==> config.mk <==
export PLATFORM = sky130hd
export DESIGN_NAME = tick_timer
export DESIGN_NICKNAME = d
export VERILOG_FILES = /design/src/rtl/tick_timer_pkg.sv /design/src/rtl/tick_timer_ctrl.sv /design/src/rtl/tick_timer_dp.sv /design/src/rtl/tick_timer.sv
export SDC_FILE = /design/constraint.sdc
export NUM_CORES = 1
export LEC_CHECK = 0
export BUFFER_PORTS_ARGS = -buffer_cell sky130_fd_sc_hd__buf_2
export CAP_MARGIN = 10
export CORE_ASPECT_RATIO = 2
export CORE_MARGIN = 2
export CORE_UTILIZATION = 30
export DETAILED_ROUTE_END_ITERATION = 10
export SETUP_SLACK_MARGIN = 0.3
export SLEW_MARGIN = 15
export SYNTH_ARGS = -nofsm -noshare
export SYNTH_HDL_FRONTEND = slang
export SYNTH_SLANG_ARGS = --single-unit
export TNS_END_PERCENT = 50
==> constraint.sdc <==
create_clock -name clk -period 2.33 [get_ports clk]
set_clock_uncertainty 0.05 [all_clocks]
set_input_delay 0.3495 -clock clk [delete_from_list [all_inputs] [get_ports clk]]
set_output_delay 0.3495 -clock clk [all_outputs]
set_load 0.02 [all_outputs]
==> src/rtl/tick_timer_pkg.sv <==
package tick_timer_pkg;
  localparam int BUS_W = 32;
  localparam int PSC_W = 16;

  localparam int OFS_CTRL = 'h00;
  localparam int OFS_IEN  = 'h0C;
  localparam int OFS_STAT = 'h10;
  localparam int OFS_EVT  = 'h14;
  localparam int OFS_CNT  = 'h24;
  localparam int OFS_PSC  = 'h28;
  localparam int OFS_LIM  = 'h2C;
  localparam int OFS_CMP  = 'h34;

  typedef struct packed {
    logic run;
    logic updDis;
    logic arBuf;
    logic swUpd;
    logic cntWr;
  } ctlStb_t;
endpackage

==> src/rtl/tick_timer_ctrl.sv <==
module tick_timer_ctrl
  import tick_timer_pkg::*;
#(
  parameter int CNT_W  = 16,
  parameter int ADDR_W = 8
) (
  input  logic              clk,
  input  logic              rst_n,
  input  logic              wrEn,
  input  logic [ADDR_W-1:0] addr,
  input  logic [BUS_W-1:0]  wrData,
  input  logic [CNT_W-1:0]  cnt,
  input  logic              wrapEvt,
  input  logic              updEvt,
  input  logic              cmpHit,
  output ctlStb_t           stb,
  output logic [PSC_W-1:0]  pscReg,
  output logic [CNT_W-1:0]  limReg,
  output logic [CNT_W-1:0]  cmpReg,
  output logic [1:0]        flags,
  output logic [BUS_W-1:0]  rdData,
  output logic              irq
);
  logic runQ, updDisQ, onePulseQ, arBufQ;
  logic [1:0] ienQ;
  logic wrCtrl, wrIen, wrStat, wrEvt, wrCnt, wrPsc, wrLim, wrCmp;
  logic [BUS_W-1:0] cntRd, limRd, cmpRd;
  logic unusedWr;

  assign unusedWr = ^wrData;

  assign wrCtrl = wrEn && (addr == ADDR_W'(OFS_CTRL));
  assign wrIen  = wrEn && (addr == ADDR_W'(OFS_IEN));
  assign wrStat = wrEn && (addr == ADDR_W'(OFS_STAT));
  assign wrEvt  = wrEn && (addr == ADDR_W'(OFS_EVT));
  assign wrCnt  = wrEn && (addr == ADDR_W'(OFS_CNT));
  assign wrPsc  = wrEn && (addr == ADDR_W'(OFS_PSC));
  assign wrLim  = wrEn && (addr == ADDR_W'(OFS_LIM));
  assign wrCmp  = wrEn && (addr == ADDR_W'(OFS_CMP));

  always_ff @(posedge clk or negedge rst_n) begin
    if (!rst_n) begin
      runQ      <= 1'b0;
      updDisQ   <= 1'b0;
      onePulseQ <= 1'b0;
      arBufQ    <= 1'b0;
      ienQ      <= 2'b00;
      flags     <= 2'b00;
      pscReg    <= '0;
      limReg    <= '1;
      cmpReg    <= '0;
    end else begin
      if (wrCtrl) begin
        runQ      <= wrData[0];
        updDisQ   <= wrData[1];
        onePulseQ <= wrData[3];
        arBufQ    <= wrData[7];
      end else if (wrapEvt && onePulseQ) begin
        runQ <= 1'b0;
      end
      if (wrIen) ienQ <= wrData[1:0];
      flags <= (wrStat ? (flags & wrData[1:0]) : flags) | {cmpHit, updEvt};
      if (wrPsc) pscReg <= wrData[PSC_W-1:0];
      if (wrLim) limReg <= wrData[CNT_W-1:0];
      if (wrCmp) cmpReg <= wrData[CNT_W-1:0];
    end
  end

  assign stb.run    = runQ;
  assign stb.updDis = updDisQ;
  assign stb.arBuf  = arBufQ;
  assign stb.swUpd  = wrEvt && wrData[0];
  assign stb.cntWr  = wrCnt;

  assign irq = |(flags & ienQ);

  if (CNT_W < BUS_W) begin : gNarrow
    assign cntRd = {{(BUS_W-CNT_W){1'b0}}, cnt};
    assign limRd = {{(BUS_W-CNT_W){1'b0}}, limReg};
    assign cmpRd = {{(BUS_W-CNT_W){1'b0}}, cmpReg};
  end else begin : gFull
    assign cntRd = cnt;
    assign limRd = limReg;
    assign cmpRd = cmpReg;
  end

  always_comb begin
    rdData = '0;
    case (addr)
      ADDR_W'(OFS_CTRL): rdData = {24'd0, arBufQ, 3'd0, onePulseQ, 1'b0, updDisQ, runQ};
      ADDR_W'(OFS_IEN):  rdData = {30'd0, ienQ};
      ADDR_W'(OFS_STAT): rdData = {30'd0, flags};
      ADDR_W'(OFS_CNT):  rdData = cntRd;
      ADDR_W'(OFS_PSC):  rdData = {{(BUS_W-PSC_W){1'b0}}, pscReg};
      ADDR_W'(OFS_LIM):  rdData = limRd;
      ADDR_W'(OFS_CMP):  rdData = cmpRd;
      default:           rdData = '0;
    endcase
  end
endmodule

==> src/rtl/tick_timer_dp.sv <==
module tick_timer_dp
  import tick_timer_pkg::*;
#(
  parameter int CNT_W = 16
) (
  input  logic             clk,
  input  logic             rst_n,
  input  ctlStb_t          stb,
  input  logic [PSC_W-1:0] pscReg,
  input  logic [CNT_W-1:0] limReg,
  input  logic [CNT_W-1:0] cmpReg,
  input  logic [CNT_W-1:0] cntWrVal,
  output logic [CNT_W-1:0] cnt,
  output logic [PSC_W-1:0] pscActive,
  output logic             wrapEvt,
  output logic             updEvt,
  output logic             cmpHit
);
  logic [PSC_W-1:0] divCnt;
  logic [CNT_W-1:0] limShadow, limEff, nextCnt;
  logic tick;

  assign limEff  = stb.arBuf ? limShadow : limReg;
  assign tick    = stb.run && (divCnt == pscActive);
  assign wrapEvt = tick && (cnt == limEff);
  assign updEvt  = stb.swUpd || (wrapEvt && !stb.updDis);
  assign nextCnt = wrapEvt ? '0 : cnt + 1'b1;
  assign cmpHit  = tick && !stb.swUpd && !stb.cntWr && (nextCnt == cmpReg);

  always_ff @(posedge clk or negedge rst_n) begin
    if (!rst_n) begin
      divCnt    <= '0;
      pscActive <= '0;
      limShadow <= '1;
      cnt       <= '0;
    end else begin
      if (updEvt) begin
        pscActive <= pscReg;
        limShadow <= limReg;
      end
      if (stb.swUpd || tick) divCnt <= '0;
      else if (stb.run)      divCnt <= divCnt + 1'b1;
      if (stb.swUpd)      cnt <= '0;
      else if (stb.cntWr) cnt <= cntWrVal;
      else if (tick)      cnt <= nextCnt;
    end
  end
endmodule

==> src/rtl/tick_timer.sv <==
module tick_timer
  import tick_timer_pkg::*;
#(
  parameter int CNT_W  = 16,
  parameter int ADDR_W = 8
) (
  input  logic              clk,
  input  logic              rst_n,
  input  logic              wrEn,
  input  logic [ADDR_W-1:0] addr,
  input  logic [31:0]       wrData,
  output logic [31:0]       rdData,
  output logic              irq
);
  ctlStb_t          ctlStb;
  logic [PSC_W-1:0] pscReg, pscActive;
  logic [CNT_W-1:0] limReg, cmpReg, cnt;
  logic [1:0]       flags;
  logic             wrapEvt, updEvt, cmpHit;

  tick_timer_ctrl #(.CNT_W(CNT_W), .ADDR_W(ADDR_W)) uCtrl (
    .clk(clk), .rst_n(rst_n), .wrEn(wrEn), .addr(addr), .wrData(wrData),
    .cnt(cnt), .wrapEvt(wrapEvt), .updEvt(updEvt), .cmpHit(cmpHit),
    .stb(ctlStb), .pscReg(pscReg), .limReg(limReg), .cmpReg(cmpReg),
    .flags(flags), .rdData(rdData), .irq(irq)
  );

  tick_timer_dp #(.CNT_W(CNT_W)) uDp (
    .clk(clk), .rst_n(rst_n), .stb(ctlStb), .pscReg(pscReg),
    .limReg(limReg), .cmpReg(cmpReg), .cntWrVal(wrData[CNT_W-1:0]),
    .cnt(cnt), .pscActive(pscActive), .wrapEvt(wrapEvt),
    .updEvt(updEvt), .cmpHit(cmpHit)
  );
endmodule

# [Yosys cells after proc, flatten, opt, wreduce, memory -nomap -nowiden]
# Cells that the tools add are included.
[word_totals] out_inout_bits=33 ff_bits=120 elab_cells=65 inputBits=43
[classes] eq_ne=10 muxes=11 reduce_logical=26 n_bitwise=3 addsub=2
[ops] cell="16-bit two-way mux" n=7
[ops] cell="16-bit case mux with 7 select lines" n=1
[ops] cell="16-bit == test" n=3
[ops] cell="16-bit by 1-bit adder with 16-bit output (second input constant)" n=2
[ops] cell="8-bit by 6-bit == test with 1-bit output (second input constant)" n=4
[ops] cell="8-bit by 5-bit == test with 1-bit output (second input constant)" n=2
[ops] cell="1-bit logical AND" n=16
[ops] cell="8-bit by 4-bit == test with 1-bit output (second input constant)" n=1
[ops] cell="8-bit logical NOT" n=1
[ops] cell="2-bit bitwise AND" n=2
[ops] cell="2-bit nonzero test" n=2
[ops] cell="1-bit logical NOT" n=3
[ops] cell="3-bit nonzero test" n=1
[ops] cell="1-bit logical OR" n=2
[ops] cell="1-bit two-way mux" n=2
[ops] cell="2-bit two-way mux" n=1
[ops] cell="2-bit OR" n=1
[ops] cell="2-bit OR reduction" n=1

# [Logic depth before layout (Yosys ltp)]
# Gate-level depths: netlist (run 1).
[depth] word_depth=8 mapped_depth=10

# [Modules after synthesis]
# From an unflattened synthesis (run 1), not the netlist that was laid out.
[hier_totals] cells_unflattened=659 area_unflattened_um2=7198.2
[by_module_without_submodules] module="tick_timer_dp" instances=1 area_each_um2=4222.8 cells_per_inst=425
[by_module_without_submodules] module="tick_timer_ctrl" instances=1 area_each_um2=2975.4 cells_per_inst=234

# [Worst setup path before layout (run 1)]
# Ideal clock, no wire load.
[synth_timing] path_type="reg-to-reg" startpoint="reg uDp.divCnt[4]" endpoint="reg uDp.pscActive[15]" path_slack_ps=-174 n_path_buf=1 arrival_time_ps=2329 setup_time_ps=125 t_required_ps=2155 path_stages_with_launch=9 path_cell_list="dfrtp_1 xor2_1 nor4_1 nand2_1 nor4_1 nand2_4 o21ai_4 buf_6 mux2_2"
[synth_between] elab_chain_cells=5
[synth_rtl] item="start: declaration" line_no="tick_timer_dp.sv:19" rtl="logic [PSC_W-1:0] divCnt;"
[synth_rtl] item="start signal: assignment" line_no="tick_timer_dp.sv:42" rtl="else if (stb.run) divCnt <= divCnt + 1'b1;"
[synth_rtl] item="16-bit == test" line_no="tick_timer_dp.sv:24" rtl="assign tick = stb.run && (divCnt == pscActive);"
[synth_rtl] item="1-bit logical AND" line_no="tick_timer_dp.sv:24"
[synth_rtl] item="1-bit logical AND" line_no="tick_timer_dp.sv:25" rtl="assign wrapEvt = tick && (cnt == limEff);"
[synth_rtl] item="1-bit logical AND" line_no="tick_timer_dp.sv:26" rtl="assign updEvt = stb.swUpd || (wrapEvt && !stb.updDis);"
[synth_rtl] item="1-bit logical OR" line_no="tick_timer_dp.sv:26"
[synth_rtl] item="end signal: assignment" line_no="tick_timer_dp.sv:38" rtl="pscActive <= pscReg;"
[synth_rtl] item="end: declaration" line_no="tick_timer_dp.sv:14" rtl="output logic [PSC_W-1:0] pscActive,"
# No other way between the ends.
# A chain may end at the register's enable or synchronous reset.

# [Final worst setup path (run 1)]
[layout_timing] startpoint="reg uCtrl.arBufQ" endpoint="reg uDp.pscActive[13]"
[layout_between] elab_chain_cells=5
[layout_rtl] item="start: declaration" line_no="tick_timer_ctrl.sv:24" rtl="logic runQ, updDisQ, onePulseQ, arBufQ;"
[layout_rtl] item="start signal: assignment" line_no="tick_timer_ctrl.sv:57" rtl="arBufQ <= wrData[7];"
[layout_rtl] item="16-bit two-way mux" line_no="tick_timer_dp.sv:23" rtl="assign limEff = stb.arBuf ? limShadow : limReg;"
[layout_rtl] item="16-bit == test" line_no="tick_timer_dp.sv:25"
[layout_rtl] item="1-bit logical AND" line_no="tick_timer_dp.sv:25"
[layout_rtl] item="1-bit logical AND" line_no="tick_timer_dp.sv:26"
[layout_rtl] item="1-bit logical OR" line_no="tick_timer_dp.sv:26"
# No other way between the ends.

==> key figures, run 1 <==
Synth
  – Yosys cell types: 61
  – Ys flop type: dfrtp_1
  – Simple-gate share of the synthesized area: 15.6%
  – Gate Count Post-Synth: 651
  – Mean Syn Cell Area: 10.5 µm²
  – Seq cells post-synth: 120
  – Largest family of logic cells by synthesized area: multiplexers
  – Yosys warnings: 0
  – Compound-Gate Fraction of Synth Area: 9.83%
  – Post-synthesis xor/xnor area fraction: 8.18%
  – Async set or reset register ratio after synthesis: 100%
  – Post-synth EDFFs: 0
  – Sequential share of the synthesized area: 44.7%
  – Cell area after synthesis: 6810 µm²
  – Post-synthesis mux area share: 16.0%
  – Synth Area in Adders: 0.367%

Placed design
  – Hpwl dp: 15500 µm
  – GPL Wtd Cong: 0.962
  – Place WS: -0.361 ns
  – Placed cell area: 8190 µm²
  – # port buffers: 43

STA
  – Ratio of final minimum period to clock period: 113%
  – Top achievable clock speed: 0.379 GHz
  – # setup viols final: 65
  – Fin. max-slew vios: 0
  – RSZ-0062 raised after global routing: yes
  – WHS: 0.171 ns
  – Hold Vio Cnt, Final: 0
  – Post-layout minimum cycle time: 2.64 ns
  – Worst Setup Slack, final: -0.312 ns

Min path
  – Worst hold-check path type: in2reg

CTS
  – Clk_lat worst skew: 0.42 ns
  – Clock Sink Count: 120
  – Worst-case clock buffer depth: 2
  – CTS clk-pin slew, worst paths: 0.06 ns
  – Root buffer cell: clkbuf_16
  – H-tree depth: 4
  – TritonCTS clock tree: done
  – Total CTS buffers: 17

Layout
  – Core Util, Final: 40.7%
  – Area of the multi-input gates: 3640 µm²
  – Finished layout cell area: 9140 µm²
  – Area Overhead vs Synth: 34.2%
  – Filler cell count: 2182
  – Share of cells above drive strength 1: 41.3%
  – Sequential cell area: 3040 µm²
  – Fin nets: 839
  – Ant diodes: 0

GRT
  – First-pass GRT wire length: 32300 µm
  – Initial antenna violation count: 0
  – Gr ovfl total: 0
  – GRT Total Usage: 17.3%
  – Pin count of the biggest net entering global routing: 41
  – Vias in the first global route: 5865

Floorplan
  – Core Area: 22400 µm²
  – Initial core utilization: 30.3%
  – Core Rows: 78
  – Ports: 76
  – Die area: 24000 µm²
  – Die H: 217 µm
  – Die X-Extent: 111 µm

Critical path
  – Crit path required time: 2.59 ns
  – Data arrival, critical path: 2.90 ns
  – Critical Setup Path Class: reg2reg
  – CP Launch Type: flip-flop
  – Critical Path End Type: flip-flop
  – Crit-path max FO: 9

Detailed routing
  – Vias/cell: 5.26
  – Pre-Repair DR Iteration Count: 6
  – Remaining routing DRC violations: 0
  – Via Count: 5720
  – Final WL: 20700 µm
  – Antenna-violating nets left: 0
  – Wire per inst: 19.1 µm
  – Initial DRC Count: 443

Power
  – LEAKAGE: 4.25 nW
  – PwrDens: 749 nW/µm²
  – Worst IR Drop VDD: 0.505 mV
  – Total power: 6.84 mW

Run status
  – Failing checks: setup timing
  – Status: complete, but fails checks

Flow run
  – Max-cap violations: 0
per-stage QoR:
stage | setup TNS (ns) | instances
final | -10.70 | 1087
after global routing | -16.63 | 1087
after CTS | -9.27 | 1083
after detailed placement | -15.36 | 1050
after global placement | -14.41 | 1050
after floorplan | -2.90 | 666
final timing paths:
| check | from | endpoint | slack, ns | depth (start not counted) |
|---|---|---|---|---|
| max reg2reg | uCtrl.arBufQ | uDp.pscActive[13] | -0.31 | 11 |
| max in group asynchronous | rst_n | uDp.limShadow[2] | 1.23 | 3 |
| min | wrData[11] | uCtrl.cmpReg[11] | 0.17 | 2 |
| min reg2reg | uDp.pscActive[9] | uDp.pscActive[9] | 0.45 | 1 |
| max | uCtrl.arBufQ | uDp.pscActive[13] | -0.31 | 11 |
| min in group asynchronous | rst_n | uCtrl.cmpReg[10] | 0.31 | 2 |
cell usage after synthesis (6+ instances only):
| cell type | instances | area, µm² |
|---|---|---|
| nor4_1 | 11 | 68.8 |
| and3_1 | 11 | 68.8 |
| a31oi_1 | 8 | 50.1 |
| nor2_1 | 39 | 146 |
| inv_1 | 11 | 41.3 |
| buf_4 | 16 | 120 |
| a21oi_1 | 11 | 55.1 |
| nor3_1 | 11 | 55.1 |
| nand2b_1 | 6 | 37.5 |
| a22oi_1 | 7 | 52.6 |
| nand3_1 | 28 | 140 |
| and4_1 | 6 | 52.6 |
| xnor2_1 | 32 | 280 |
| dfstp_2 | 32 | 841 |
| xor2_1 | 29 | 254 |
| a222oi_1 | 17 | 170 |
| nand4_1 | 9 | 56.3 |
| o21ai_0 | 19 | 95.1 |
| mux2_1 | 6 | 67.6 |
| clkbuf_1 | 28 | 105 |
| dfrtp_1 | 88 | 2200 |
| mux2_2 | 75 | 845 |
| mux2i_1 | 18 | 180 |
| nand2_1 | 64 | 240 |
layer usage:
| layer | track usage, % | vias up | share of wire, % |
|---|---|---|---|
| met2 | 28.6 | 238 | 49 |
| met1 | 21.8 | 2810 | 42 |
| met4 | 8.04 | 0 | 3.5 |
| met3 | 3.45 | 41 | 5.9 |
| met5 | 0 | - | 0 |
| li1 | - | 2631 | - |
worst max-delay path, stage by stage (launching register included):
cell	delay [ns]
dfrtp_1	0.39
buf_4	0.18
mux2i_1	0.26
xnor2_1	0.10
nor4_2	0.31
buf_4	0.17
and4_4	0.23
nand2_4	0.06
o21ai_4	0.13
buf_4	0.16
buf_12	0.14
mux2_2	0.34
registers in the layout (all words and copies together), names as in the netlist, 2 cells and up:
name           flops
uCtrl.ienQ         2
uDp.pscActive     16
uCtrl.pscReg      16
uCtrl.limReg      16
uDp.divCnt        16
uCtrl.cmpReg      16
uDp.limShadow     16
uCtrl.flags        2
uDp.cnt           16
power breakdown:
group | switching (mW) | leakage, nW | internal (mW)
sequential | 0.161 | 1.52 | 2.24
combinational | 0.792 | 2.42 | 0.736
clock | 0.956 | 0.318 | 1.96
total | 1.91 | 4.25 | 4.93
cell type report:
type | count | area share, %
Sequential cell | 120 | 33.3
Clock inverter | 11 | 2.12
Timing Repair Buffer | 165 | 15.4
Clock buffer | 21 | 5.04
Multi-Input combinational cell | 479 | 39.8
Tap cell | 280 | 3.83
Inverter | 11 | 0.452
placed cells by master, fill, tap and decap left out, types with 3 or more instances in the layout:
master | synthesis | routed
a211oi_1 | 3 | 3
a21oi_1 | 11 | 11
a222oi_1 | 17 | 17
a22oi_1 | 7 | 7
a31oi_1 | 8 | 8
a32oi_1 | 3 | 3
and2_1 | 3 | 3
and3_1 | 11 | 11
and4_1 | 6 | 5
buf_12 | 0 | 10
buf_2 | 5 | 26
buf_4 | 16 | 104
buf_6 | 5 | 22
bufinv_16 | 0 | 5
clkbuf_16 | 0 | 18
conb_1 | 1 | 16
dfrtp_1 | 88 | 88
dfstp_2 | 32 | 32
inv_1 | 11 | 11
mux2_1 | 6 | 3
mux2_2 | 75 | 67
mux2_4 | 0 | 11
mux2i_1 | 18 | 15
nand2_1 | 64 | 62
nand2b_1 | 6 | 6
nand3_1 | 28 | 27
nand4_1 | 9 | 9
nor2_1 | 39 | 36
nor3_1 | 11 | 11
nor3b_1 | 3 | 3
nor4_1 | 11 | 7
nor4_2 | 2 | 6
o21ai_0 | 19 | 18
o22ai_1 | 4 | 4
xnor2_1 | 32 | 30
xor2_1 | 29 | 28
logic make-up after synthesis:
kind of cell | count (synthesis)
fa+ha+maj | 2
xor+xnor | 62
simple gates | 209
compound gates | 91
flops | 120
mux | 99
buf+inv | 67
other cells | 1
timing repair:
action | in CTS | in global routing
pin swaps | 17 | 20
gates cloned | 0 | 1
buffers inserted | 0 | 3
hold endpoints to repair | 11 | 0
setup endpoints to repair | 83 | 83
gates resized for setup | 44 | 15
hold buffers | 1 | 0
No activity file was read; power rests on OpenSTA's default activity.
==> run 2: changes to the inputs <==
--- a/config.mk
+++ b/config.mk
@@ -9,8 +9,9 @@
 export CAP_MARGIN = 10
 export CORE_ASPECT_RATIO = 2
 export CORE_MARGIN = 2
-export CORE_UTILIZATION = 30
+export CORE_UTILIZATION = 50
 export DETAILED_ROUTE_END_ITERATION = 10
+export PLACE_DENSITY = 0.72
 export SETUP_SLACK_MARGIN = 0.3
 export SLEW_MARGIN = 15
 export SYNTH_ARGS = -nofsm -noshare
==> constraint.sdc (replaced) <==
create_clock -name clk -period 2.33 [get_ports clk]
set_clock_uncertainty 0.05 [all_clocks]
set_input_delay 0.466 -clock clk [delete_from_list [all_inputs] [get_ports clk]]
set_output_delay 0.466 -clock clk [all_outputs]
set_load 0.02 [all_outputs]
==> key figures, run 2 (synthesized netlist as in run 1, its figures left out) <==
Run status
  – Status: complete, but fails checks (unchanged)
  – Failing checks: setup timing (unchanged)

Detailed routing
  – Via Count: 5865 (was 5720)
  – Antenna-violating nets left: 0 (unchanged)
  – Final WL: 22500 µm (was 20700 µm)
  – Wire per inst: 23.3 µm (was 19.1 µm)
  – Initial DRC Count: 534 (was 443)
  – Vias/cell: 6.07 (was 5.26)
  – Pre-Repair DR Iteration Count: 6 (unchanged)
  – Remaining routing DRC violations: 0 (unchanged)

Critical path
  – Critical Setup Path Class: reg2reg (unchanged)
  – Crit path required time: 2.58 ns (was 2.59 ns)
  – R2r endpoint: uDp.pscActive[7] (was uDp.pscActive[13])
  – Internal reg-to-reg setup slack: -0.33 ns (was -0.31 ns)
  – Worst R2R Start: uCtrl.arBufQ (unchanged)
  – Data arrival, critical path: 2.91 ns (was 2.90 ns)
  – Crit-path max FO: 22 (was 9)
  – Reg2Reg Depth: 10 (was 11)
  – Worst setup startpoint: uCtrl.arBufQ (unchanged)
  – Critical Path Sink: uDp.pscActive[7] (was uDp.pscActive[13])
  – Critical Path End Type: flip-flop (unchanged)
  – CP Launch Type: flip-flop (unchanged)

Floorplan
  – Die area: 14600 µm² (was 24000 µm²)
  – Initial core utilization: 51.0% (was 30.3%)
  – Ports: 76 (unchanged)
  – Core Rows: 60 (was 78)
  – Die X-Extent: 86.5 µm (was 111 µm)
  – Core Area: 13400 µm² (was 22400 µm²)
  – Die H: 169 µm (was 217 µm)

STA
  – Post-route setup TNS: -12.45 ns (was -10.70 ns)
  – Top achievable clock speed: 0.376 GHz (was 0.379 GHz)
  – Ratio of final minimum period to clock period: 114% (was 113%)
  – # setup viols final: 65 (unchanged)
  – Worst Setup Slack, final: -0.332 ns (was -0.312 ns)
  – Fin. max-slew vios: 0 (unchanged)
  – RSZ-0062 raised after global routing: yes (unchanged)
  – Post-layout minimum cycle time: 2.66 ns (was 2.64 ns)
  – Hold Vio Cnt, Final: 0 (unchanged)

Min path
  – Worst hold-check path type: in2reg (unchanged)

GRT
  – Vias in the first global route: 6310 (was 5865)
  – Pin count of the biggest net entering global routing: 75 (was 41)
  – First-pass GRT wire length: 34900 µm (was 32300 µm)
  – Gr ovfl total: 0 (unchanged)
  – GRT Total Usage: 32.2% (was 17.3%)
  – Initial antenna violation count: 0 (unchanged)

Layout
  – Commonest cells after routing, fill and taps aside: buf_4, dfrtp_1, mux2_2 (unchanged)
  – Share of cells above drive strength 1: 42.5% (was 41.3%)
  – Filler cell count: 1038 (was 2182)
  – Commonest non-fill, non-tap cell in the layout: buf_4 (unchanged)
  – Area Overhead vs Synth: 32.9% (was 34.2%)
  – Fin nets: 844 (was 839)
  – Ant diodes: 0 (unchanged)

CTS
  – CTS clk-pin slew, worst paths: 0.06 ns (about the same)
  – Worst-case clock buffer depth: 2 (unchanged)
  – Root buffer cell: clkbuf_16 (unchanged)
  – H-tree depth: 4 (unchanged)
  – Total CTS buffers: 17 (unchanged)
  – TritonCTS clock tree: done (unchanged)
  – Clock Sink Count: 120 (unchanged)
  – Clk_lat worst skew: 0.41 ns (was 0.42 ns)

Power
  – Psw: 2.11 mW (was 1.91 mW)
  – Part of the power in registers: 34.1% (was 35.1%)
  – LEAKAGE: 4.29 nW (was 4.25 nW)
  – Internal power: 4.96 mW (was 4.93 mW)
  – Worst IR Drop VDD: 0.583 mV (was 0.505 mV)
  – Switch share: 29.8% (was 27.9%)
  – Clk pwr share: 42.3% (was 42.5%)
  – PwrDens: 781 nW/µm² (was 749 nW/µm²)
  – Gate power share: 23.7% (was 22.3%)

Flow run
  – Max-cap violations: 0 (unchanged)

Placed design
  – # port buffers: 43 (unchanged)
  – Place WS: -0.375 ns (was -0.361 ns)
  – GPL Wtd Cong: 1.06 (was 0.962)
  – Hpwl dp: 17000 µm (was 15500 µm)
[run 2: per-layer routing]
layer  vias up  GRT usage, %  wire length (µm)
li1       2637             -                 -
met1      2920          35.0              7980
met2       233          57.7             12400
met3        75          3.90               837
met4         0          19.6              1350
met5         -             0                 0
[run 2: worst min path at each step]
stage	startpoint	endpoint	slack (ns)	cells past startpoint
global route	wrData[14]	uCtrl.pscReg[14]	0.30	2
CTS	wrData[9]	uCtrl.cmpReg[9]	0.28	2
finish	wrData[9]	uCtrl.cmpReg[9]	0.31	2
global placement	rst_n	uCtrl.cmpReg[2]	0.36	1
detailed placement	rst_n	uDp.cnt[6]	0.36	1
floorplan	rst_n	uCtrl.arBufQ	0.12	0
[run 2: final cells by class]
| cell class | instances | area [µm²] | share of cell area [%] |
|---|---|---|---|
| Inverter | 11 | 41.3 | 0.456 |
| Multi-Input combinational cell | 479 | 3680 | 40.6 |
| Timing Repair Buffer | 170 | 1440 | 15.9 |
| Sequential cell | 120 | 3040 | 33.6 |
| Clock inverter | 13 | 216 | 2.39 |
| Tap cell | 155 | 194 | 2.14 |
| Clock buffer | 19 | 443 | 4.89 |
[run 2: power by group through the flow]
stage | Clock [mW] | Combinational, mW | Sequential, mW
final | 2.99 | 1.67 | 2.41
after global routing | 3.10 | 1.79 | 2.43
after CTS | 3.02 | 1.62 | 2.40
after detailed placement | 0 | 1.57 | 2.43
after global placement | 0 | 1.54 | 2.42
after floorplan | 0 | 0.879 | 2.35
[run 2: stage by stage]
stage	power, mW	area (µm²)	util (%)	hold slack [ns]	std cells
after detailed placement	4.00	8120	60.7	0.365	929
after global routing	7.31	9050	67.7	0.299	967
after floorplan	3.23	7030	-	0.120	666
after CTS	7.04	8940	66.9	0.283	963
final	7.07	9050	67.7	0.305	967
after global placement	3.96	8120	60.7	0.362	929
[run 2: what timing repair did]
item	4_1_cts	5_1_grt
gates resized for setup	41	13
hold buffers	1	0
buffers inserted	1	3
pin swaps	6	1
endpoints found under the setup margin	83	83
hold endpoints to repair	9	0
cloned	0	1
[run 2: worst max-delay path, stage by stage (launching register included)]
cell	delay (ns)
dfrtp_2	0.41
buf_12	0.18
mux2i_2	0.23
xnor2_1	0.10
nor4_1	0.27
buf_4	0.18
and4_4	0.26
nand2_4	0.06
o21ai_4	0.19
buf_12	0.24
mux2_2	0.37
==> run 3: changes to the inputs <==
--- a/config.mk
+++ b/config.mk
@@ -17,4 +17,4 @@
 export SYNTH_ARGS = -nofsm -noshare
 export SYNTH_HDL_FRONTEND = slang
 export SYNTH_SLANG_ARGS = --single-unit
-export TNS_END_PERCENT = 50
+export TNS_END_PERCENT = 10
==> key figures, run 3 (synthesized netlist as in run 1, its figures left out) <==
Layout
  – Share of cells above drive strength 1: 43.6% (was 42.5%)
  – Fin nets: 855 (was 844)
  – Area Overhead vs Synth: 34.2% (was 32.9%)
  – Commonest cells after routing, fill and taps aside: buf_4, dfrtp_1, mux2_2 (unchanged)
  – Finished layout cell area: 9140 µm² (was 9050 µm²)
  – Ant diodes: 0 (unchanged)
  – Final Non-Filler Cells: 978 (was 967)
  – Commonest non-fill, non-tap cell in the layout: buf_4 (unchanged)

Detailed routing
  – Antenna-violating nets left: 0 (unchanged)
  – Final WL: 22200 µm (was 22500 µm)
  – Pre-Repair DR Iteration Count: 6 (unchanged)
  – Wire per inst: 22.7 µm (was 23.3 µm)
  – Via Count: 5998 (was 5865)
  – Remaining routing DRC violations: 0 (unchanged)
  – Vias/cell: 6.13 (was 6.07)
  – Initial DRC Count: 589 (was 534)

Critical path
  – Critical Path Sink: uDp.pscActive[15] (was uDp.pscActive[7])
  – Data arrival, critical path: 3.04 ns (was 2.91 ns)
  – Critical Path End Type: flip-flop (unchanged)
  – CP Buf/Inv Count: 3 (unchanged)
  – Critical Path Most Common Cell: buf_12 (unchanged)
  – Worst R2R Start: uCtrl.arBufQ (unchanged)
  – Max incr delay on CP: 0.40 ns (was 0.41 ns)
  – Reg2Reg Depth: 10 (unchanged)
  – R2r endpoint: uDp.pscActive[15] (was uDp.pscActive[7])
  – Worst setup startpoint: uCtrl.arBufQ (unchanged)
  – CP Launch Type: flip-flop (unchanged)
  – Crit-path max FO: 20 (was 22)
  – CP top delay family: simple AND/OR/NAND/NOR gates (was buffers and inverters)
  – Slowest cell on crit path: nor4_2 (was dfrtp_2)
  – Worst path depth: 10 (unchanged)
  – Crit path required time: 2.58 ns (about the same)
  – Critical Setup Path Class: reg2reg (unchanged)
  – Internal reg-to-reg setup slack: -0.46 ns (was -0.33 ns)
  – Crit-path cells: buf_12 > mux2i_2 > xnor2_1 > nor4_2 > buf_4 > and4_4 > nand2_4 > o21ai_4 > buf_12 > mux2_2 (was buf_12 > mux2i_2 > xnor2_1 > nor4_1 > buf_4 > and4_4 > nand2_4 > o21ai_4 > buf_12 > mux2_2)

CTS
  – Root buffer cell: clkbuf_16 (unchanged)
  – Total CTS buffers: 17 (unchanged)
  – Clk_lat worst skew: 0.42 ns (was 0.41 ns)
  – TritonCTS clock tree: done (unchanged)
  – # hold bufs at CTS: 0 (was 1)
  – Worst-case clock buffer depth: 2 (unchanged)
  – Post-CTS Setup Bufs: 0 (was 1)
  – Clock Sink Count: 120 (unchanged)
  – CTS clk-pin slew, worst paths: 0.06 ns (about the same)
  – H-tree depth: 4 (unchanged)

STA
  – Ratio of final minimum period to clock period: 120% (was 114%)
  – Top achievable clock speed: 0.358 GHz (was 0.376 GHz)
  – Post-layout minimum cycle time: 2.79 ns (was 2.66 ns)
  – Worst Tran Pin Value: 0.625 ns
  – RSZ-0062 raised after global routing: yes (unchanged)
  – Fin. max-slew vios: 0 (unchanged)
  – Relative slew slack: 58.3%
  – Hold Vio Cnt, Final: 0 (unchanged)
  – Worst Setup Slack, final: -0.463 ns (was -0.332 ns)
  – # setup viols final: 67 (was 65)

Floorplan
  – Die area: 14600 µm² (unchanged)
  – Die X-Extent: 86.5 µm (unchanged)
  – Core Area: 13400 µm² (unchanged)
  – Ports: 76 (unchanged)
  – Core Rows: 60 (unchanged)
  – Die H: 169 µm (unchanged)
  – Initial core utilization: 51.0% (unchanged)

Min path
  – Worst hold-check path type: in2async (was in2reg)

Run status
  – Failing checks: setup timing (unchanged)
  – Status: complete, but fails checks (unchanged)

GRT
  – Most used routing layer: met2 (unchanged)
  – Met2 Use GR: 56.1% (was 57.7%)
  – Met3 usage: 4.58% (was 3.90%)
  – Initial antenna violation count: 0 (unchanged)
  – Met1 GRT Util: 33.4% (was 35.0%)
  – First-pass GRT wire length: 34400 µm (was 34900 µm)
  – Pin count of the biggest net entering global routing: 50 (was 75)
  – Vias in the first global route: 6449 (was 6310)
  – GRT Total Usage: 31.3% (was 32.2%)
  – Gr ovfl total: 0 (unchanged)

Flow run
  – Max-cap violations: 0 (unchanged)

Placed design
  – # port buffers: 43 (unchanged)
  – Placed Cells: 946 (was 929)
  – Placed cell area: 8230 µm² (was 8120 µm²)
  – Hpwl dp: 16800 µm (was 17000 µm)
  – Place WS: -0.525 ns (was -0.375 ns)
  – GPL Wtd Cong: 0.941 (was 1.06)

Power
  – Worst IR Drop VDD: 0.638 mV (was 0.583 mV)
  – LEAKAGE: 4.33 nW (was 4.29 nW)
  – PwrDens: 757 nW/µm² (was 781 nW/µm²)
-- run 3: routing by layer --
| layer | share of wire, % | wire (µm) |
|---|---|---|
| met1 | 35 | 7760 |
| met2 | 54 | 12100 |
| met3 | 4.1 | 922 |
| met4 | 6.7 | 1490 |
| met5 | 0 | 0 |
-- run 3: what timing repair did --
item,in CTS,in global routing
setup endpoints to repair,83,83
pin swaps,8,5
gates resized for setup,58,11
-- run 3: area by class of cell --
cell class                      count  area [µm²]
Fill cell                         960        4220
Multi-Input combinational cell    479        3680
Sequential cell                   120        3040
Timing Repair Buffer              181        1550
Clock buffer                       19         443
Tap cell                          155         194
Clock inverter                     13         193
Inverter                           11        41.3
-- run 3: per-stage QoR --
step	power, mW	utilization, %	setup TNS (ns)	hold WS, ns
finish	6.92	68.4	-18.34	0.00505
global route	7.17	68.4	-19.93	0.0505
CTS	6.88	68.0	-14.01	0.0184
detailed placement	3.99	61.6	-19.24	0.460
global placement	3.94	61.6	-16.82	0.444
floorplan	3.22	-	-3.62	0.120
-- run 3: worst min-delay path by stage --
stage                       start  depth (start not counted)  slack [ns]                 to
floorplan                   rst_n                          0        0.12       uCtrl.arBufQ
detailed placement          rst_n                          1        0.46  uDp.pscActive[11]
global route                rst_n                          1        0.05  uDp.pscActive[11]
finish                      rst_n                          1       0.005  uDp.pscActive[11]
CTS                         rst_n                          1        0.02  uDp.pscActive[11]
global placement    uCtrl.ienQ[0]                          2        0.44      uCtrl.ienQ[0]
-- run 3: power by group --
part           internal (mW)  switching, mW  total [mW]
combinational          0.789          0.875        1.66
clock                   1.83           1.02        2.85
sequential              2.24          0.160        2.40
total                   4.86           2.06        6.92
